## src/rtl/bbtx_pkg.sv

```systemverilog
package bbtx_pkg;

  typedef enum logic [2:0] {
    ST_IDLE,
    ST_HDR,
    ST_LEAD,
    ST_CLK,
    ST_DRAIN,
    ST_RAMP
  } bbtx_state_e;

endpackage

```

## src/rtl/bbtx_gap_timer.sv

```systemverilog
module bbtx_gap_timer #(
  parameter int GAP_CYC = 110
) (
  input  logic clk,
  input  logic rst_n,
  input  logic en_i,
  output logic gap_ok_o
);
  localparam int GW = $clog2(GAP_CYC + 1);

  logic [GW-1:0] low_q, low_d;

  always_comb begin
    if (en_i)
      low_d = '0;
    else if (low_q != GW'(GAP_CYC))
      low_d = low_q + 1'b1;
    else
      low_d = low_q;
  end

  always_ff @(posedge clk or negedge rst_n) begin
    if (!rst_n) low_q <= GW'(GAP_CYC);
    else        low_q <= low_d;
  end

  assign gap_ok_o = (low_q == GW'(GAP_CYC));
endmodule

```

## src/rtl/bbtx_clkgen.sv

```systemverilog
module bbtx_clkgen #(
  parameter int BASE_HALF = 8
) (
  input  logic       clk,
  input  logic       rst_n,
  input  logic       run_i,
  input  logic       hold_i,
  input  logic [1:0] rate_i,
  input  logic       data_i,
  output logic       txclk_o,
  output logic       cap_stb_o,
  output logic       cap_bit_o,
  output logic       partial_o,
  output logic       sym_last_o
);
  localparam int DW = $clog2(BASE_HALF);
  localparam int SW = $clog2(2 * BASE_HALF);

  logic [DW-1:0] div_q, div_d;
  logic [SW-1:0] sym_q, sym_d;
  logic [2:0]    bit_q, bit_d;
  logic          clk_q, clk_d, stb_q, stb_d, cap_q, cap_d;
  logic [DW:0]   half_w;
  logic [3:0]    bps_w;
  logic [2:0]    mask_w;
  logic          half_last;

  assign half_w    = (DW + 1)'(BASE_HALF) >> rate_i;
  assign bps_w     = 4'd1 << rate_i;
  assign mask_w    = 3'(bps_w - 4'd1);
  assign half_last = (div_q == DW'(half_w - 1'b1));

  always_comb begin
    div_d = div_q;
    sym_d = sym_q;
    bit_d = bit_q;
    clk_d = clk_q;
    cap_d = cap_q;
    stb_d = 1'b0;
    if (run_i) begin
      sym_d = sym_q + 1'b1;
      if (half_last) begin
        div_d = '0;
        clk_d = ~clk_q;
        if (!clk_q) begin
          stb_d = 1'b1;
          cap_d = data_i;
          bit_d = (bit_q + 3'd1) & mask_w;
        end
      end else begin
        div_d = div_q + 1'b1;
      end
    end else if (hold_i) begin
      sym_d = sym_q + 1'b1;
      div_d = '0;
      clk_d = 1'b0;
    end else begin
      sym_d = '0;
      div_d = '0;
      bit_d = '0;
      clk_d = 1'b0;
    end
  end

  always_ff @(posedge clk or negedge rst_n) begin
    if (!rst_n) begin
      div_q <= '0;
      sym_q <= '0;
      bit_q <= '0;
      clk_q <= 1'b0;
      stb_q <= 1'b0;
      cap_q <= 1'b0;
    end else begin
      div_q <= div_d;
      sym_q <= sym_d;
      bit_q <= bit_d;
      clk_q <= clk_d;
      stb_q <= stb_d;
      cap_q <= cap_d;
    end
  end

  assign txclk_o    = clk_q;
  assign cap_stb_o  = stb_q;
  assign cap_bit_o  = cap_q;
  assign partial_o  = (bit_q != 3'd0);
  assign sym_last_o = (sym_q == {SW{1'b1}});
endmodule

```

## src/rtl/bb_txport_ctrl.sv

```systemverilog
module bb_txport_ctrl
  import bbtx_pkg::*;
#(
  parameter int BASE_HALF = 8,
  parameter int HDR_CYC   = 96,
  parameter int LEAD_CYC  = 13,
  parameter int RAMP_CYC  = 100,
  parameter int GAP_CYC   = 110
) (
  input  logic       clk,
  input  logic       rst_n,
  input  logic       tx_en_i,
  input  logic [1:0] rate_i,
  input  logic       tx_data_i,
  output logic       tx_ready_o,
  output logic       tx_clk_o,
  output logic       cap_stb_o,
  output logic       cap_bit_o,
  output logic       mod_active_o,
  output logic       pkt_done_o
);
  localparam int MAX_A = (HDR_CYC > LEAD_CYC) ? HDR_CYC : LEAD_CYC;
  localparam int MAX_T = (MAX_A > RAMP_CYC) ? MAX_A : RAMP_CYC;
  localparam int TW    = $clog2(MAX_T + 1);

  logic [1:0]  rsync_q;
  logic        core_rst_n;
  bbtx_state_e st_q, st_d;
  logic [TW-1:0] tmr_q, tmr_d;
  logic [1:0]  rate_q;
  logic        rate_ld;
  logic        done_q, done_d;
  logic        gap_ok, partial, sym_last, cg_run, cg_hold;

  always_ff @(posedge clk or negedge rst_n) begin
    if (!rst_n) rsync_q <= 2'b00;
    else        rsync_q <= {rsync_q[0], 1'b1};
  end
  assign core_rst_n = rsync_q[1];

  bbtx_gap_timer #(.GAP_CYC(GAP_CYC)) u_gap (
    .clk(clk), .rst_n(core_rst_n), .en_i(tx_en_i), .gap_ok_o(gap_ok)
  );

  assign cg_run  = (st_q == ST_CLK) && tx_en_i;
  assign cg_hold = ((st_q == ST_CLK) && !tx_en_i) || (st_q == ST_DRAIN);

  bbtx_clkgen #(.BASE_HALF(BASE_HALF)) u_clkgen (
    .clk(clk), .rst_n(core_rst_n), .run_i(cg_run), .hold_i(cg_hold),
    .rate_i(rate_q), .data_i(tx_data_i), .txclk_o(tx_clk_o),
    .cap_stb_o(cap_stb_o), .cap_bit_o(cap_bit_o),
    .partial_o(partial), .sym_last_o(sym_last)
  );

  always_comb begin
    st_d    = st_q;
    tmr_d   = tmr_q;
    done_d  = 1'b0;
    rate_ld = 1'b0;
    case (st_q)
      ST_IDLE: begin
        if (tx_en_i && gap_ok) begin
          st_d    = ST_HDR;
          tmr_d   = '0;
          rate_ld = 1'b1;
        end
      end
      ST_HDR: begin
        if (!tx_en_i) begin
          st_d = ST_RAMP; tmr_d = '0;
        end else if (tmr_q == TW'(HDR_CYC - 1)) begin
          st_d = ST_LEAD; tmr_d = '0;
        end else begin
          tmr_d = tmr_q + 1'b1;
        end
      end
      ST_LEAD: begin
        if (!tx_en_i) begin
          st_d = ST_RAMP; tmr_d = '0;
        end else if (tmr_q == TW'(LEAD_CYC - 1)) begin
          st_d = ST_CLK; tmr_d = '0;
        end else begin
          tmr_d = tmr_q + 1'b1;
        end
      end
      ST_CLK: begin
        if (!tx_en_i) begin
          st_d  = partial ? ST_DRAIN : ST_RAMP;
          tmr_d = '0;
        end
      end
      ST_DRAIN: begin
        if (sym_last) begin
          st_d = ST_RAMP; tmr_d = '0;
        end
      end
      ST_RAMP: begin
        if (tmr_q == TW'(RAMP_CYC - 1)) begin
          st_d   = ST_IDLE;
          done_d = 1'b1;
        end else begin
          tmr_d = tmr_q + 1'b1;
        end
      end
      default: st_d = ST_IDLE;
    endcase
  end

  always_ff @(posedge clk or negedge core_rst_n) begin
    if (!core_rst_n) begin
      st_q   <= ST_IDLE;
      tmr_q  <= '0;
      done_q <= 1'b0;
      rate_q <= 2'd0;
    end else begin
      st_q   <= st_d;
      tmr_q  <= tmr_d;
      done_q <= done_d;
      if (rate_ld) rate_q <= rate_i;
    end
  end

  assign tx_ready_o   = (st_q == ST_LEAD) || (st_q == ST_CLK) || (st_q == ST_DRAIN);
  assign mod_active_o = (st_q != ST_IDLE);
  assign pkt_done_o   = done_q;
endmodule

```

## config.mk

```make
export PLATFORM = sky130hd
export DESIGN_NAME = bb_txport_ctrl
export DESIGN_NICKNAME = d
export VERILOG_FILES = /design/src/rtl/bbtx_pkg.sv /design/src/rtl/bbtx_gap_timer.sv /design/src/rtl/bbtx_clkgen.sv /design/src/rtl/bb_txport_ctrl.sv
export SDC_FILE = /design/constraint.sdc
export NUM_CORES = 1
export LEC_CHECK = 0
export BUFFER_PORTS_ARGS = -buffer_cell sky130_fd_sc_hd__clkbuf_2
export CORE_MARGIN = 4
export CORE_UTILIZATION = 35
export DETAILED_ROUTE_END_ITERATION = 10
export GPL_ROUTABILITY_DRIVEN = 0
export MAX_ROUTING_LAYER = met4
export PLACE_DENSITY = 0.52
export SYNTH_ARGS = -nofsm -noshare
export SYNTH_HDL_FRONTEND = slang
export SYNTH_SLANG_ARGS = --single-unit
export TNS_END_PERCENT = 5
```

## constraint.sdc

```tcl
create_clock -name clk -period 1.3 [get_ports clk]
set_clock_uncertainty 0.1 [all_clocks]
set_input_delay 0.26 -clock clk [delete_from_list [all_inputs] [get_ports clk]]
set_output_delay 0.26 -clock clk [all_outputs]
set_load 0.1 [all_outputs]
```

==> impl_results.md, run 1 <==
- Number of global-route vias before repair: about 1800
- TritonCTS clock tree: built
- Timing-limited maximum frequency: slightly above 0.5 GHz
- Total CTS buffers: 5
- Cell variety after synth: between 50 and 60
- Final routed DRC violation total: 0
- Max-slew headroom: between 60% and 70%
- Vias per cell: slightly below 5
- Most frequent cell after synthesis: sky130_fd_sc_hd__dfrtp_1
- Worst Setup End Kind: register
- ANT nets after route: 0
- Power Density: about 1600 mW/mm²
- Total nets after synthesis: 212
- Wire length per cell: between 10 and 15 µm
- Worst setup slack after layout: -638 ps
- Pin count of the biggest net entering global routing: 27
- Setup TNS: -11630 ps
- Slowest stage cell on the critical path: sky130_fd_sc_hd__or4b_4
- Share of synthesized registers carrying an async set or reset: between 90% and 100%
- Diodes inserted: 0
- Maximum clock insertion buffer count: 2
- Vertical die dimension: just over 80 µm
- CP Cell Sequence: inv_2 -> ha_1 -> or4b_4 -> o211ai_1 -> o31a_2 -> a31oi_1 -> a41oi_1
- Count of maximum capacitance violations: 0
- Post-synth top area share: 38.7%
- Total overflow reported by the global router: 0
- Global-route wire length before repair: slightly above 8000 µm
- Combined global-route utilization of all metal layers: 16.1%
- Worst EP required: around 1400 ps
- Min-Delay Path Class: register to async pin
- Total wire length: around 4800 µm
- Post-synthesis instance area: about 0.0019 mm²
- Number of standard cells after synthesis: 198
- Setup-failing EPs final: 36
- R2R cell count: 7
- I/O Buffers: 11
- Layout Cells excl Fill: 348
- Average cell area after synthesis: approximately 9.8 µm²
- Total of warnings raised by yosys: 0
- H-Tree Level Count: 2
- Num ports: 12
- Post-synthesis cell type with the largest combined area: sky130_fd_sc_hd__dfrtp_1
- VDD IR max: approximately 0.0012 V
- Arrival time of data at the critical path endpoint: between 2000 and 2500 ps
- Iteration-0 DRC count of the detailed router: 89
- Total of flip-flops plus latches after synthesis: 35
- Layout overhead on the synthesized area: 53.8%
- Core Box Area: between 0.005 and 0.006 mm²
- Ratio of cells with drive above 1 in the final layout: just under 50%
- Kind of cell adding the most delay to the critical path: compound AO/OA/AOI/OAI gates
- Min Tclk post-route: roughly 1900 ps
- Period utilisation layout: 149%
- Reg-to-reg endpoint: st_q[2]$_DFFE_PN0P_
- Result of the run: finished with violations
- First-pass DRT Iterations: 4
- Count of flip-flops with a built-in enable after synthesis: 0
- Final hold violations: 0
- Worst Path Class, Setup: register to register
- Minimum setup slack among reg-to-reg paths: -640 ps
- Leakage dissipation: 1.33 nW
- Clock latency reported for the late side of the worst-skew pair: slightly below 300 ps
- Commonest register cell after synthesis: sky130_fd_sc_hd__dfrtp_1
- Routed vias: between 1500 and 2000
- Nets: about 290
- Delay contributed by the slowest stage of the critical path: around 480 ps
- Setup repair after global routing missed its margin: true
- Root Buffer: sky130_fd_sc_hd__clkbuf_8
- Number of antenna violations at the first check in global routing: 0
- Initial cell density of the core: between 30% and 40%
- Buffers plus inverters on the worst setup path: 1
- Cell types with the largest area share after synthesis: sky130_fd_sc_hd__dfrtp_1, sky130_fd_sc_hd__dfstp_2, sky130_fd_sc_hd__ha_1
- CTS Sinks: 35
- Worst slew pin tran: approximately 520 ps
- Width of the die: 82.4 µm
- # rows: 26
- Violations in the final reports: negative setup slack
- Synth top cells by count: sky130_fd_sc_hd__dfrtp_1, sky130_fd_sc_hd__nand2_1, sky130_fd_sc_hd__inv_1, sky130_fd_sc_hd__nor2_1, sky130_fd_sc_hd__o21ai_0
- Start of the worst register-to-register path: tmr_q[0]$_DFFE_PN0P_
- Slew Viols, Final: 0
- Share of synthesized area occupied by flip-flops and latches: 45.5%
- Total die area: between 0.006 and 0.007 mm²
- Worst-path maximum fanout: 4
- Crit path launch type: register
- Number of fillers in the final layout: 447
- Post-placement cell count: 335
- CTS clk-pin slew, worst paths: ~80 ps
- Detailed-placement wirelength estimate: between 3000 and 4000 µm
==> timing repair <==
item	in CTS	in global routing
pin swaps	19	4
buffers inserted	4	0
endpoints found under the hold margin	2	0
resized for setup	26	20
setup endpoints to repair	36	36
hold buffers	1	0
==> cells by family after synthesis <==
kind of cell | after synthesis | synth area share (%)
AO/OA/AOI/OAI | 42 | 14.8
flip-flops | 35 | 45.5
other | 1 | 0.193
XOR/XNOR | 9 | 4.06
multiplexers | 4 | 2.26
buffers and inverters | 18 | 3.81
AND/OR/NAND/NOR | 81 | 24.3
adder cells (fa/ha/maj) | 8 | 5.16
==> metrics by stage <==
step                area [µm²]  setup WS (ps)  hold slack (ps)  utilization [%]  power, mW
finish                    2980           -638             67.9             57.0       4.71
global route              2980           -724             84.8             57.0       5.00
CTS                       2900           -648             72.3             55.4       4.58
detailed placement        2650           -666            -50.4             50.5       3.43
global placement          2650           -637            -51.5             50.5       3.43
floorplan                 1990           -645             -136                -       2.62
==> how the worst max path moves through the flow <==
stage	cells past startpoint	from	end	slack (ps)
finish	7	tmr_q[0]$_DFFE_PN0P_	st_q[2]$_DFFE_PN0P_	-640
global route	7	tmr_q[0]$_DFFE_PN0P_	tmr_q[5]$_DFFE_PN0P_	-720
CTS	7	tmr_q[0]$_DFFE_PN0P_	tmr_q[3]$_DFFE_PN0P_	-650
detailed placement	7	tmr_q[0]$_DFFE_PN0P_	tmr_q[2]$_DFFE_PN0P_	-670
global placement	7	tmr_q[0]$_DFFE_PN0P_	tmr_q[2]$_DFFE_PN0P_	-640
floorplan	6	u_gap.low_q[1]$_DFFE_PN1P_	rate_q[0]$_DFFE_PN0P_	-650
==> worst reg2reg max path, cell delays in order (launching register included) <==
cell and delay [ps]:
sky130_fd_sc_hd__dfrtp_1 410, sky130_fd_sc_hd__inv_2 70, sky130_fd_sc_hd__ha_1 130, sky130_fd_sc_hd__or4b_4 480
sky130_fd_sc_hd__o211ai_1 200, sky130_fd_sc_hd__o31a_2 220, sky130_fd_sc_hd__a31oi_1 90, sky130_fd_sc_hd__a41oi_1 160
==> placed cells by master (no fill, tap or decap), drive strengths merged, types with 2 or more instances in the layout <==
cell,n
clkbuf,12
nor3b,3
inv,13
o32a,2
xor2,6
a31oi,2
o22ai,5
ha,8
nand3,9
o2111ai,2
nor2b,4
nand2b,6
xnor2,3
and3,2
nor4,4
buf,71
nand2,16
or3,3
dfrtp,30
nor3,3
dfstp,5
mux2,3
nand4,6
nor2,13
o21ai,13
a21oi,9
and2,3
o211ai,2
==> layer usage <==
| metal | wire length, µm | vias up | share of wire (%) | GRT usage (%) |
|---|---|---|---|---|
| li1 | - | 876 | - | - |
| met1 | 2320 | 826 | 49 | 20.1 |
| met2 | 2260 | 17 | 47 | 25.8 |
| met3 | 119 | 5 | 2.5 | 2.93 |
| met4 | 61 | 0 | 1.3 | 5.98 |
| met5 | 0 | - | 0 | - |
==> registers in the layout, indices dropped and copies added (netlist names) <==
signal	count
u_clkgen.txclk_o	1
u_clkgen.cap_stb_o	1
tmr_q	7
st_q	3
u_clkgen.cap_bit_o	1
pkt_done_o	1
u_gap.low_q	7
rsync_q	2
u_clkgen.bit_q	3
u_clkgen.sym_q	4
u_clkgen.div_q	3
rate_q	2
==> area by class of cell <==
type                            instances  area [µm²]  area share, %
Clock buffer                            7        96.3           3.23
Clock inverter                          1        7.51          0.252
Multi-Input combinational cell        145        1180           39.7
Inverter                               13        48.8           1.64
Sequential cell                        35         886           29.7
Timing Repair Buffer                   77         673           22.6
Tap cell                               70        87.6           2.94
==> where the power goes <==
part           total [mW]  leakage (nW)  switching [mW]  internal [mW]
registers            1.32         0.450           0.107           1.22
logic                2.50         0.825            1.33           1.17
clock network       0.886        0.0505           0.403          0.482
total                4.71          1.33            1.84           2.86
(Power assumes the default switching activity.)
==> run 2: changes to the inputs <==
--- a/config.mk
+++ b/config.mk
@@ -5,7 +5,7 @@
 export SDC_FILE = /design/constraint.sdc
 export NUM_CORES = 1
 export LEC_CHECK = 0
-export BUFFER_PORTS_ARGS = -buffer_cell sky130_fd_sc_hd__clkbuf_2
+export BUFFER_PORTS_ARGS = -buffer_cell sky130_fd_sc_hd__buf_2
 export CORE_MARGIN = 4
 export CORE_UTILIZATION = 35
 export DETAILED_ROUTE_END_ITERATION = 10
==> run 2 against run 1 <==
The run still ends with negative setup slack left. Maximum frequency about the same. Clock power grew 10%. Wire length is 3.7% lower. Sequential power about the same.
==> impl_results.md, run 2 (same netlist as run 1, synthesis figures left out) <==
- Worst-path maximum fanout: 6 (was 4)
- Clock latency reported for the late side of the worst-skew pair: 290 ps (about the same)
- Commonest non-fill, non-tap cells in the layout: sky130_fd_sc_hd__buf_4, sky130_fd_sc_hd__dfrtp_1, sky130_fd_sc_hd__nand2_1, sky130_fd_sc_hd__nor2_1, sky130_fd_sc_hd__inv_1 (unchanged)
- Number of global-route vias before repair: 1778 (was 1793)
- Total overflow reported by the global router: 0 (unchanged)
- H-Tree Level Count: 2 (unchanged)
- Minimum setup slack among reg-to-reg paths: -640 ps (about the same)
- ANT nets after route: 0 (unchanged)
- Vertical die dimension: 82.4 µm (unchanged)
- Final routed DRC violation total: 0 (unchanged)
- Global-route wire length before repair: 8270 µm (was 8110 µm)
- Registers with the most flip-flops: tmr_q x7, u_gap.low_q x7, u_clkgen.sym_q x4 (unchanged)
- Routed vias: 1747 (was 1724)
- Count of maximum capacitance violations: 0 (unchanged)
- Nets: 291 (unchanged)
- Slew Viols, Final: 0 (unchanged)
- Initial cell density of the core: 37.0% (unchanged)
- Ratio of cells with drive above 1 in the final layout: 46.8% (was 48.2%)
- Layout overhead on the synthesized area: 51.8% (was 53.8%)
- Total CTS buffers: 5 (unchanged)
- Number of fillers in the final layout: 457 (was 447)
- Power Density: 1590 mW/mm² (was 1580 mW/mm²)
- Result of the run: finished with violations (unchanged)
- Period utilisation layout: 149% (about the same)
- Dpl cell area: 0.00264 mm² (was 0.00265 mm²)
- Diodes inserted: 0 (unchanged)
- Leakage dissipation: 1.31 nW (was 1.33 nW)
- Arrival time of data at the critical path endpoint: 2010 ps (was 2040 ps)
- Worst slew pin tran: 515 ps (was 516 ps)
- Vias per cell: 5.02 (was 4.95)
- Setup-failing EPs final: 34 (was 36)
- Power dissipated by switching net loads: 1.81 mW (was 1.84 mW)
- Width of the die: 82.4 µm (unchanged)
- Min-Delay Path Class: register to async pin (unchanged)
- I/O Buffers: 11 (unchanged)
- Power share of the combinational group: 50.8% (was 53.1%)
- CP Cell Sequence: inv_2 -> ha_1 -> or4b_4 -> o2111ai_4 -> o21ai_4 -> a21oi_1 -> o22ai_1 (was inv_2 -> ha_1 -> or4b_4 -> o211ai_1 -> o31a_2 -> a31oi_1 -> a41oi_1)
- Switching power share of the total: 38.7% (was 39.1%)
- Delay contributed by the slowest stage of the critical path: 480 ps (about the same)
- Slowest stage cell on the critical path: sky130_fd_sc_hd__or4b_4 (unchanged)
- Cell internal power dissipation: 2.87 mW (was 2.86 mW)
- Worst Setup End Kind: register (unchanged)
- Detailed-placement wirelength estimate: 3320 µm (was 3300 µm)
- Root Buffer: sky130_fd_sc_hd__clkbuf_8 (unchanged)
- Setup repair after global routing missed its margin: true (unchanged)
- Max-slew headroom: 65.3% (was 65.2%)
- CTS Sinks: 35 (unchanged)
- Worst EP required: 1370 ps (was 1410 ps)
- R2R cell count: 7 (unchanged)
- Combined global-route utilization of all metal layers: 16.3% (was 16.1%)
- CTS clk-pin slew, worst paths: 70 ps (was 80 ps)
- Num ports: 12 (unchanged)
- Portion of total power attributed to sequential cells: 28.3% (was 28.1%)
- # rows: 26 (unchanged)
- Iteration-0 DRC count of the detailed router: 82 (was 89)
- Wire length per cell: 13.2 µm (was 13.7 µm)
- Start of the worst register-to-register path: tmr_q[0]$_DFFE_PN0P_ (unchanged)
- Crit path launch type: register (unchanged)
- Core Box Area: 0.00524 mm² (unchanged)
- Clock group share of total power: 20.9% (was 18.8%)
- Number of antenna violations at the first check in global routing: 0 (unchanged)
- Violations in the final reports: negative setup slack (unchanged)
- Total die area: 0.00680 mm² (unchanged)
- Setup TNS: -11420 ps (was -11630 ps)
- Maximum clock insertion buffer count: 2 (unchanged)
- Reg-to-reg endpoint: tmr_q[2]$_DFFE_PN0P_ (was st_q[2]$_DFFE_PN0P_)
- Worst setup slack after layout: -637 ps (was -638 ps)
- Most common cell after layout, fill and taps aside: sky130_fd_sc_hd__buf_4 (unchanged)
- Final instance area: 0.00294 mm² (was 0.00298 mm²)
- Pin count of the biggest net entering global routing: 27 (unchanged)
- Final hold violations: 0 (unchanged)
- Worst Path Class, Setup: register to register (unchanged)
- Timing-limited maximum frequency: 0.516 GHz (about the same)
- First-pass DRT Iterations: 4 (unchanged)
- Total wire length: 4580 µm (was 4760 µm)
- Min Tclk post-route: 1940 ps (about the same)
- VDD IR max: 0.00126 V (was 0.00124 V)
- TritonCTS clock tree: built (unchanged)
[run 2: power by group through the flow]
stage	registers, mW	logic [mW]	clock network [mW]
after floorplan	1.36	1.26	0
final	1.33	2.37	0.978
after global routing	1.35	2.59	1.07
after global placement	1.37	2.03	0
after CTS	1.32	2.31	1.01
after detailed placement	1.37	2.03	0
[run 2: metrics by stage]
stage	cells	util [%]	power, mW	worst slack (ps)	hold slack (ps)
5_1_grt	348	56.2	5.00	-766	78.3
2_1_floorplan	198	-	2.62	-645	-136
3_5_place_dp	336	50.4	3.40	-661	-50.6
3_3_place_gp	336	50.4	3.40	-634	-51.9
6_report	348	56.2	4.68	-637	63.7
4_1_cts	348	55.5	4.64	-667	69.8
[run 2: worst max path at each step]
| stage | startpoint | endpoint | slack [ps] |
|---|---|---|---|
| floorplan | u_gap.low_q[1]$_DFFE_PN1P_ | rate_q[0]$_DFFE_PN0P_ | -650 |
| global placement | tmr_q[0]$_DFFE_PN0P_ | tmr_q[2]$_DFFE_PN0P_ | -630 |
| detailed placement | tmr_q[1]$_DFFE_PN0P_ | tmr_q[5]$_DFFE_PN0P_ | -660 |
| CTS | tmr_q[0]$_DFFE_PN0P_ | tmr_q[3]$_DFFE_PN0P_ | -670 |
| global route | tmr_q[0]$_DFFE_PN0P_ | tmr_q[6]$_DFFE_PN0P_ | -770 |
| finish | tmr_q[0]$_DFFE_PN0P_ | tmr_q[2]$_DFFE_PN0P_ | -640 |
[run 2: timing repair]
item | 4_1_cts | 5_1_grt
hold buffers | 1 | 0
setup endpoints to repair | 36 | 36
pin swaps | 21 | 1
gates resized for setup | 29 | 10
buffers inserted | 3 | 0
endpoints found under the hold margin | 2 | 0
[run 2: worst max-delay path, delay by kind of cell, from the launching register on]
kind	cells	cell delay, ps
compound gates	4	620
simple gates	1	480
flops	1	420
fa+ha+maj	1	130
buf+inv	1	70
[run 2: area by class of cell]
| class | count | area [µm²] | share of cell area (%) |
|---|---|---|---|
| Tap cell | 70 | 87.6 | 2.97 |
| Timing Repair Buffer | 77 | 646 | 21.9 |
| Clock inverter | 2 | 37.5 | 1.27 |
| Sequential cell | 35 | 886 | 30.1 |
| Multi-Input combinational cell | 145 | 1170 | 39.6 |
| Inverter | 13 | 48.8 | 1.66 |
| Clock buffer | 6 | 72.6 | 2.46 |
[run 2: metal layers]
layer	share of wire, %	global-route usage, %
met4	1.9	6.81
met3	2.7	3.69
met1	49	21.2
met2	46	24.4
met5	0	-
